### config.mk
export PLATFORM = sky130hd
export DESIGN_NAME = shared_flash_arbiter
export DESIGN_NICKNAME = d
export VERILOG_FILES = /design/src/rtl/flash_arb_pkg.sv /design/src/rtl/flash_arb_sync.sv /design/src/rtl/flash_arb_ctrl.sv /design/src/rtl/flash_arb_pinmux.sv /design/src/rtl/shared_flash_arbiter.sv
export SDC_FILE = /design/constraint.sdc
export NUM_CORES = 1
export LEC_CHECK = 0
export BUFFER_PORTS_ARGS = -buffer_cell sky130_fd_sc_hd__buf_2
export CAP_MARGIN = 40
export CORE_UTILIZATION = 37
export CTS_CLUSTER_SIZE = 12
export DETAILED_ROUTE_END_ITERATION = 10
export PLACE_DENSITY = 0.79
export SKIP_LAST_GASP = 1
export SLEW_MARGIN = 10
export SYNTH_ARGS = -nofsm -noshare
export SYNTH_HDL_FRONTEND = slang
export SYNTH_SLANG_ARGS = --single-unit
### constraint.sdc
create_clock -name clk -period 1.4 [get_ports clk]
set_clock_uncertainty 0.1 [all_clocks]
set_input_delay 0.14 -clock clk [delete_from_list [all_inputs] [get_ports clk]]
set_output_delay 0.14 -clock clk [all_outputs]
set_load 0.02 [all_outputs]
### src/rtl/flash_arb_pkg.sv
package flash_arb_pkg;

  typedef enum logic [1:0] {
    ARB_USER = 2'b00,
    ARB_WAIT = 2'b01,
    ARB_LDR  = 2'b10,
    ARB_BACK = 2'b11
  } arb_state_e;

  function automatic int unsigned max2(input int unsigned a, input int unsigned b);
    return (a > b) ? a : b;
  endfunction

endpackage

### src/rtl/flash_arb_sync.sv
module flash_arb_sync #(
  parameter int unsigned STAGES = 2
) (
  input  logic clk,
  input  logic rst_n,
  input  logic d_async,
  output logic q_sync
);

  logic [STAGES-1:0] chain_q;
  logic [STAGES-1:0] chain_d;

  always_comb begin
    chain_d = {chain_q[STAGES-2:0], d_async};
  end

  always_ff @(posedge clk or negedge rst_n) begin
    if (!rst_n) begin
      chain_q <= '0;
    end else begin
      chain_q <= chain_d;
    end
  end

  assign q_sync = chain_q[STAGES-1];

endmodule

### src/rtl/flash_arb_ctrl.sv
module flash_arb_ctrl
  import flash_arb_pkg::*;
#(
  parameter int unsigned IDLE_CYCLES = 1,
  parameter int unsigned HOLD_CYCLES = 2
) (
  input  logic clk,
  input  logic rst_n,
  input  logic req_sync,
  input  logic usr_cs_n,
  output logic grant,
  output logic sel_ldr,
  output logic park,
  output logic busy
);

  localparam int unsigned CNT_MAX = max2(IDLE_CYCLES, HOLD_CYCLES);
  localparam int unsigned CNT_W   = $clog2(CNT_MAX + 1);
  localparam logic [CNT_W-1:0] IDLE_LAST = CNT_W'(IDLE_CYCLES - 1);
  localparam logic [CNT_W-1:0] HOLD_LAST = CNT_W'(HOLD_CYCLES - 1);

  arb_state_e       state_q, state_d;
  logic [CNT_W-1:0] cnt_q, cnt_d;
  logic             cnt_en;
  logic             grant_q, grant_d;

  always_comb begin
    state_d = state_q;
    cnt_d   = cnt_q;
    cnt_en  = 1'b0;
    unique case (state_q)
      ARB_USER: begin
        if (req_sync) begin
          state_d = ARB_WAIT;
          cnt_d   = '0;
          cnt_en  = 1'b1;
        end
      end
      ARB_WAIT: begin
        cnt_en = 1'b1;
        if (!req_sync) begin
          state_d = ARB_USER;
          cnt_d   = '0;
        end else if (usr_cs_n) begin
          if (cnt_q == IDLE_LAST) begin
            state_d = ARB_LDR;
            cnt_d   = '0;
          end else begin
            cnt_d = cnt_q + 1'b1;
          end
        end else begin
          cnt_d = '0;
        end
      end
      ARB_LDR: begin
        if (!req_sync) begin
          state_d = ARB_BACK;
          cnt_d   = '0;
          cnt_en  = 1'b1;
        end
      end
      ARB_BACK: begin
        cnt_en = 1'b1;
        if (cnt_q == HOLD_LAST) begin
          state_d = ARB_USER;
          cnt_d   = '0;
        end else begin
          cnt_d = cnt_q + 1'b1;
        end
      end
      default: begin
        state_d = ARB_USER;
        cnt_d   = '0;
        cnt_en  = 1'b1;
      end
    endcase
    grant_d = (state_d == ARB_LDR);
  end

  always_ff @(posedge clk or negedge rst_n) begin
    if (!rst_n) begin
      state_q <= ARB_USER;
      grant_q <= 1'b0;
    end else begin
      state_q <= state_d;
      grant_q <= grant_d;
    end
  end

  always_ff @(posedge clk or negedge rst_n) begin
    if (!rst_n) begin
      cnt_q <= '0;
    end else if (cnt_en) begin
      cnt_q <= cnt_d;
    end
  end

  assign grant   = grant_q;
  assign sel_ldr = (state_q == ARB_LDR);
  assign park    = (state_q == ARB_BACK);
  assign busy    = sel_ldr | park;

  // grant held while the synchronized request stays high
  assert_grant_hold_R2: assert property (@(posedge clk) disable iff (!rst_n)
    (grant && req_sync) |=> grant);

  // grant rises only after a cycle with user chip select high
  assert_no_rise_in_txn_R4: assert property (@(posedge clk) disable iff (!rst_n)
    $rose(grant) |-> $past(usr_cs_n));

  // no grant ever rises without a synchronized request behind it
  assert_rise_needs_req_R8: assert property (@(posedge clk) disable iff (!rst_n)
    $rose(grant) |-> $past(req_sync));

endmodule

### src/rtl/flash_arb_pinmux.sv
module flash_arb_pinmux #(
  parameter int unsigned LINES = 4
) (
  input  logic             sel_ldr,
  input  logic             park,
  input  logic             ldr_en_n,
  input  logic             ldr_sclk,
  input  logic             ldr_cs_n,
  input  logic [LINES-1:0] ldr_dout,
  input  logic [LINES-1:0] ldr_doe,
  output logic [LINES-1:0] ldr_din,
  input  logic             usr_sclk,
  input  logic             usr_cs_n,
  input  logic [LINES-1:0] usr_dout,
  input  logic [LINES-1:0] usr_doe,
  output logic [LINES-1:0] usr_din,
  output logic             pad_sclk,
  output logic             pad_cs_n,
  output logic [LINES-1:0] pad_dout,
  output logic [LINES-1:0] pad_doe,
  input  logic [LINES-1:0] pad_din
);

  logic ldr_live;
  logic parked;
  logic usr_live;

  assign ldr_live = sel_ldr & ~ldr_en_n;
  assign parked   = park | (sel_ldr & ldr_en_n);
  assign usr_live = ~sel_ldr & ~park;

  always_comb begin
    if (ldr_live) begin
      pad_sclk = ldr_sclk;
      pad_cs_n = ldr_cs_n;
    end else if (parked) begin
      pad_sclk = 1'b0;
      pad_cs_n = 1'b1;
    end else begin
      pad_sclk = usr_sclk;
      pad_cs_n = usr_cs_n;
    end
  end

  for (genvar i = 0; i < LINES; i++) begin : g_line
    assign pad_doe[i]  = ldr_live ? ldr_doe[i]  : (usr_live ? usr_doe[i]  : 1'b0);
    assign pad_dout[i] = ldr_live ? ldr_dout[i] : (usr_live ? usr_dout[i] : 1'b0);
    assign usr_din[i]  = usr_live & pad_din[i];
    assign ldr_din[i]  = ldr_live & pad_din[i];
  end

endmodule

### src/rtl/shared_flash_arbiter.sv
module shared_flash_arbiter #(
  parameter int unsigned LINES       = 4,
  parameter int unsigned SYNC_STAGES = 2,
  parameter int unsigned IDLE_CYCLES = 1,
  parameter int unsigned HOLD_CYCLES = 2
) (
  input  logic             clk,
  input  logic             rst_n,
  input  logic             ldr_req_async,
  output logic             ldr_grant,
  input  logic             ldr_en_n,
  input  logic             ldr_sclk,
  input  logic             ldr_cs_n,
  input  logic [LINES-1:0] ldr_dout,
  input  logic [LINES-1:0] ldr_doe,
  output logic [LINES-1:0] ldr_din,
  input  logic             usr_sclk,
  input  logic             usr_cs_n,
  input  logic [LINES-1:0] usr_dout,
  input  logic [LINES-1:0] usr_doe,
  output logic [LINES-1:0] usr_din,
  output logic             usr_busy,
  output logic             pad_sclk,
  output logic             pad_cs_n,
  output logic [LINES-1:0] pad_dout,
  output logic [LINES-1:0] pad_doe,
  input  logic [LINES-1:0] pad_din
);

  logic req_sync;
  logic sel_ldr;
  logic park;

  flash_arb_sync #(.STAGES(SYNC_STAGES)) i_sync (
    .clk     (clk),
    .rst_n   (rst_n),
    .d_async (ldr_req_async),
    .q_sync  (req_sync)
  );

  flash_arb_ctrl #(
    .IDLE_CYCLES (IDLE_CYCLES),
    .HOLD_CYCLES (HOLD_CYCLES)
  ) i_ctrl (
    .clk      (clk),
    .rst_n    (rst_n),
    .req_sync (req_sync),
    .usr_cs_n (usr_cs_n),
    .grant    (ldr_grant),
    .sel_ldr  (sel_ldr),
    .park     (park),
    .busy     (usr_busy)
  );

  flash_arb_pinmux #(.LINES(LINES)) i_mux (
    .sel_ldr  (sel_ldr),
    .park     (park),
    .ldr_en_n (ldr_en_n),
    .ldr_sclk (ldr_sclk),
    .ldr_cs_n (ldr_cs_n),
    .ldr_dout (ldr_dout),
    .ldr_doe  (ldr_doe),
    .ldr_din  (ldr_din),
    .usr_sclk (usr_sclk),
    .usr_cs_n (usr_cs_n),
    .usr_dout (usr_dout),
    .usr_doe  (usr_doe),
    .usr_din  (usr_din),
    .pad_sclk (pad_sclk),
    .pad_cs_n (pad_cs_n),
    .pad_dout (pad_dout),
    .pad_doe  (pad_doe),
    .pad_din  (pad_din)
  );

  // a synchronized request edge traces back to the raw request two edges earlier
  assert_sync_depth_R3: assert property (@(posedge clk) disable iff (!rst_n)
    $rose(req_sync) |-> $past(ldr_req_async, 2));

  // a user transaction start never reaches the pad while the loader holds the pins and is gated off
  assert_user_cs_blocked_R5: assert property (@(posedge clk) disable iff (!rst_n)
    (usr_busy && !usr_cs_n && ldr_en_n) |-> pad_cs_n);

  // a disabled loader leaves the pads undriven
  assert_disabled_quiet_R6: assert property (@(posedge clk) disable iff (!rst_n)
    (ldr_grant && ldr_en_n) |-> (pad_cs_n && (pad_doe == '0)));

  // two parked cycles follow the grant falling
  assert_handback_park_R7: assert property (@(posedge clk) disable iff (!rst_n)
    $fell(ldr_grant) |-> (pad_cs_n && !pad_sclk && (pad_doe == '0) && usr_busy)
      ##1 (pad_cs_n && !pad_sclk && (pad_doe == '0) && usr_busy));

endmodule

==> results.tsv <==
metric	value	unit
fin_crit_sh	113.1	%
finalCriticalPeriod	1.584	ns
die-area	1682	µm²
synth-seq-area-share	31.11	%
synth_compound_area_share	23.33	%
drt_first_pass_iters	4	
violations	negative setup slack	
hold_viol_final	0	
power	1979	µW
grt_pass1_vias	621	
htree_levels	1	
die_y	41.01	µm
final_cell_mix	buf_2, buf_6, buf_4	
hold_class	in -> reg	
routedWlPerCell	13.38	µm
final_common_cell	buf_2	
crit_arrival	1.34	ns
gp_congestion	0.8344	
antenna_found_initial	0	
ys_ff_latch	7	
yosysTopAreaCellShare	31.11	%
fillers	102	
syn_avg_cell_area	9.543	µm²
grt_max_degree	14	
fmax	0.6314	GHz
antennaDiodeCount	0	
grt_pass1_wl	2691	µm
syn_inst	59	
setup_viol	18	
synth_area	563.0	µm²
root_buffer	clkbuf_4	
routed_wl	1713	µm
muxShareOfSynthArea	3.556	%
final.setup.worst_slack	-0.1837	ns
synth.distinct_cells	28	
drtAntennaViolNets	0	
synthSimpleGateAreaFrac	24.00	%
synth_top_family_by_area	simple AND/OR/NAND/NOR gates	
cp.required	1.16	ns
relSlewSlack	86.58	%
synthAdderAreaFrac	6.667	%
drt_iter0_drc	19	
start_kind	register	
outcome	finished with violations	
drive_above_1_share	55.75	%
syn_nets	90	
clockBufferDepth	2	
yosysTopAreaCell	dfrtp_1	
worst_pin_slew	0.2014	ns
crit_type	reg -> out	
irDropWorstVdd	0.9611	mV
coreArea	1350	µm²
rsz0062_at_grt	yes	
io_pins	48	
hpwlAfterDp	1275	µm
nets	145	
cts-buffers-inserted	3	
synthTopCellsByArea	dfrtp_1, a22o_1, ha_1	
crit_path_end_kind	primary output	
insertion_delay	0.26	ns
crit_path_max_fanout	13	
vias	670	
max_cap_viol_count	0	
grt_overflow	0	
synth-xor-area-share	1.556	%
viasPerCell	5.234	
start_util	41.71	%
track_usage	25.37	%
cellLeakagePower	0.0005277	µW
die_w	41.01	µm
synth_warnings	0	
cts_tree	built	
finalMaxSlewViolations	0	
clk_pin_slew	0.06	ns
final_util	74.51	%
power.density	1967	nW/µm²
cts.sinks	7	
area_growth	78.67	%
drc_errors	0	
row_count	13	
io_buffer_count	47	
==> stage by stage <==
step	cell area, µm²	TNS (ns)	cells	hold slack, ns	setup slack, ns
after floorplan	563.0	0	59	-0.2556	0.06099
after global placement	803.3	0	119	-0.1268	0.09477
after detailed placement	803.3	0	119	-0.1160	0.02271
after CTS	972.2	-2.416	127	0.09288	-0.1705
after global routing	1006	-3.422	128	0.1106	-0.2552
final	1006	-2.435	128	0.09188	-0.1837
==> path summary, 6_finish.rpt <==
check	start	end	slack, ns	cells after the start
max	i_ctrl.state_q[0]	pad_doe[2]	-0.18	5
min	usr_cs_n	i_ctrl.grant	0.09	3
max reg2reg	i_ctrl.cnt_q[1]	i_ctrl.cnt_q[1]	0.10	5
min reg2reg	i_sync.chain_q[0]	i_sync.chain_q[1]	0.27	0
max in group asynchronous	rst_n	i_ctrl.state_q[1]	0.90	2
min in group asynchronous	rst_n	i_ctrl.grant	0.13	2
==> critical path, cell delays in order (launching register included) <==
cell      delay, ns
dfrtp_1        0.38
nand2b_4       0.17
nor2_4         0.12
buf_12         0.13
a22o_1         0.15
buf_6          0.12
==> cell usage after synthesis <==
cell type	number
a21boi_1	1
a21oi_1	3
a22o_1	8
a22o_4	1
a31oi_1	1
and2_1	4
and3_1	1
and4b_1	1
buf_2	2
buf_4	1
buf_6	2
clkbuf_1	1
dfrtp_1	7
ha_1	3
inv_1	2
inv_2	1
mux2i_1	2
nand2_1	3
nand2b_4	1
nand3_1	3
nand3b_1	1
nand4_1	1
nor2_1	1
nor2_4	1
nor2b_1	4
o21ai_0	1
o32a_1	1
xnor2_1	1
==> area by class of cell <==
type / instances / area (µm²) / area share (%)
inverters: 3 / 11.26 / 1.119
clock buffers: 4 / 26.28 / 2.612
well taps: 15 / 18.77 / 1.866
repair buffers: 56 / 432.9 / 43.04
flip-flops and latches: 7 / 176.4 / 17.54
multi-input cells: 43 / 340.3 / 33.83
==> report_power, final <==
group / leakage [µW] / internal [µW] / switching [µW]
registers: 0.0000853 / 265 / 46.5
logic: 0.000427 / 762 / 714
clock network: 0.0000150 / 109 / 82.9
total: 0.000528 / 1140 / 843
==> logic make-up (layout without fill, tap and decap cells) <==
group / Yosys count / count (layout)
flip-flops: 7 / 7
adder cells (fa/ha/maj): 3 / 3
XOR/XNOR: 1 / 1
multiplexers: 2 / 2
AND/OR/NAND/NOR: 21 / 21
buffers and inverters: 9 / 63
AO/OA/AOI/OAI: 16 / 16
==> what timing repair did <==
item                       4_1_cts  5_1_grt
resized for setup               28        8
buffers inserted                 2        1
hold buffers                     2        0
pin swaps                        4        3
hold endpoints to repair         8        0
setup endpoints to repair       16       19
==> per-layer routing <==
metal	GRT usage [%]	up-vias	wire length, µm
met5	0	-	0
met4	10.00	0	38
met3	6.522	5	92
met2	50.00	26	1013
met1	24.09	321	569
li1	-	318	-
==> sequential cells by signal, indices dropped and copies added (netlist names) <==
register and flops:
i_ctrl.state_q 2, i_ctrl.cnt_q 2, i_ctrl.grant 1, i_sync.chain_q 2
(Power assumes the default switching activity.)
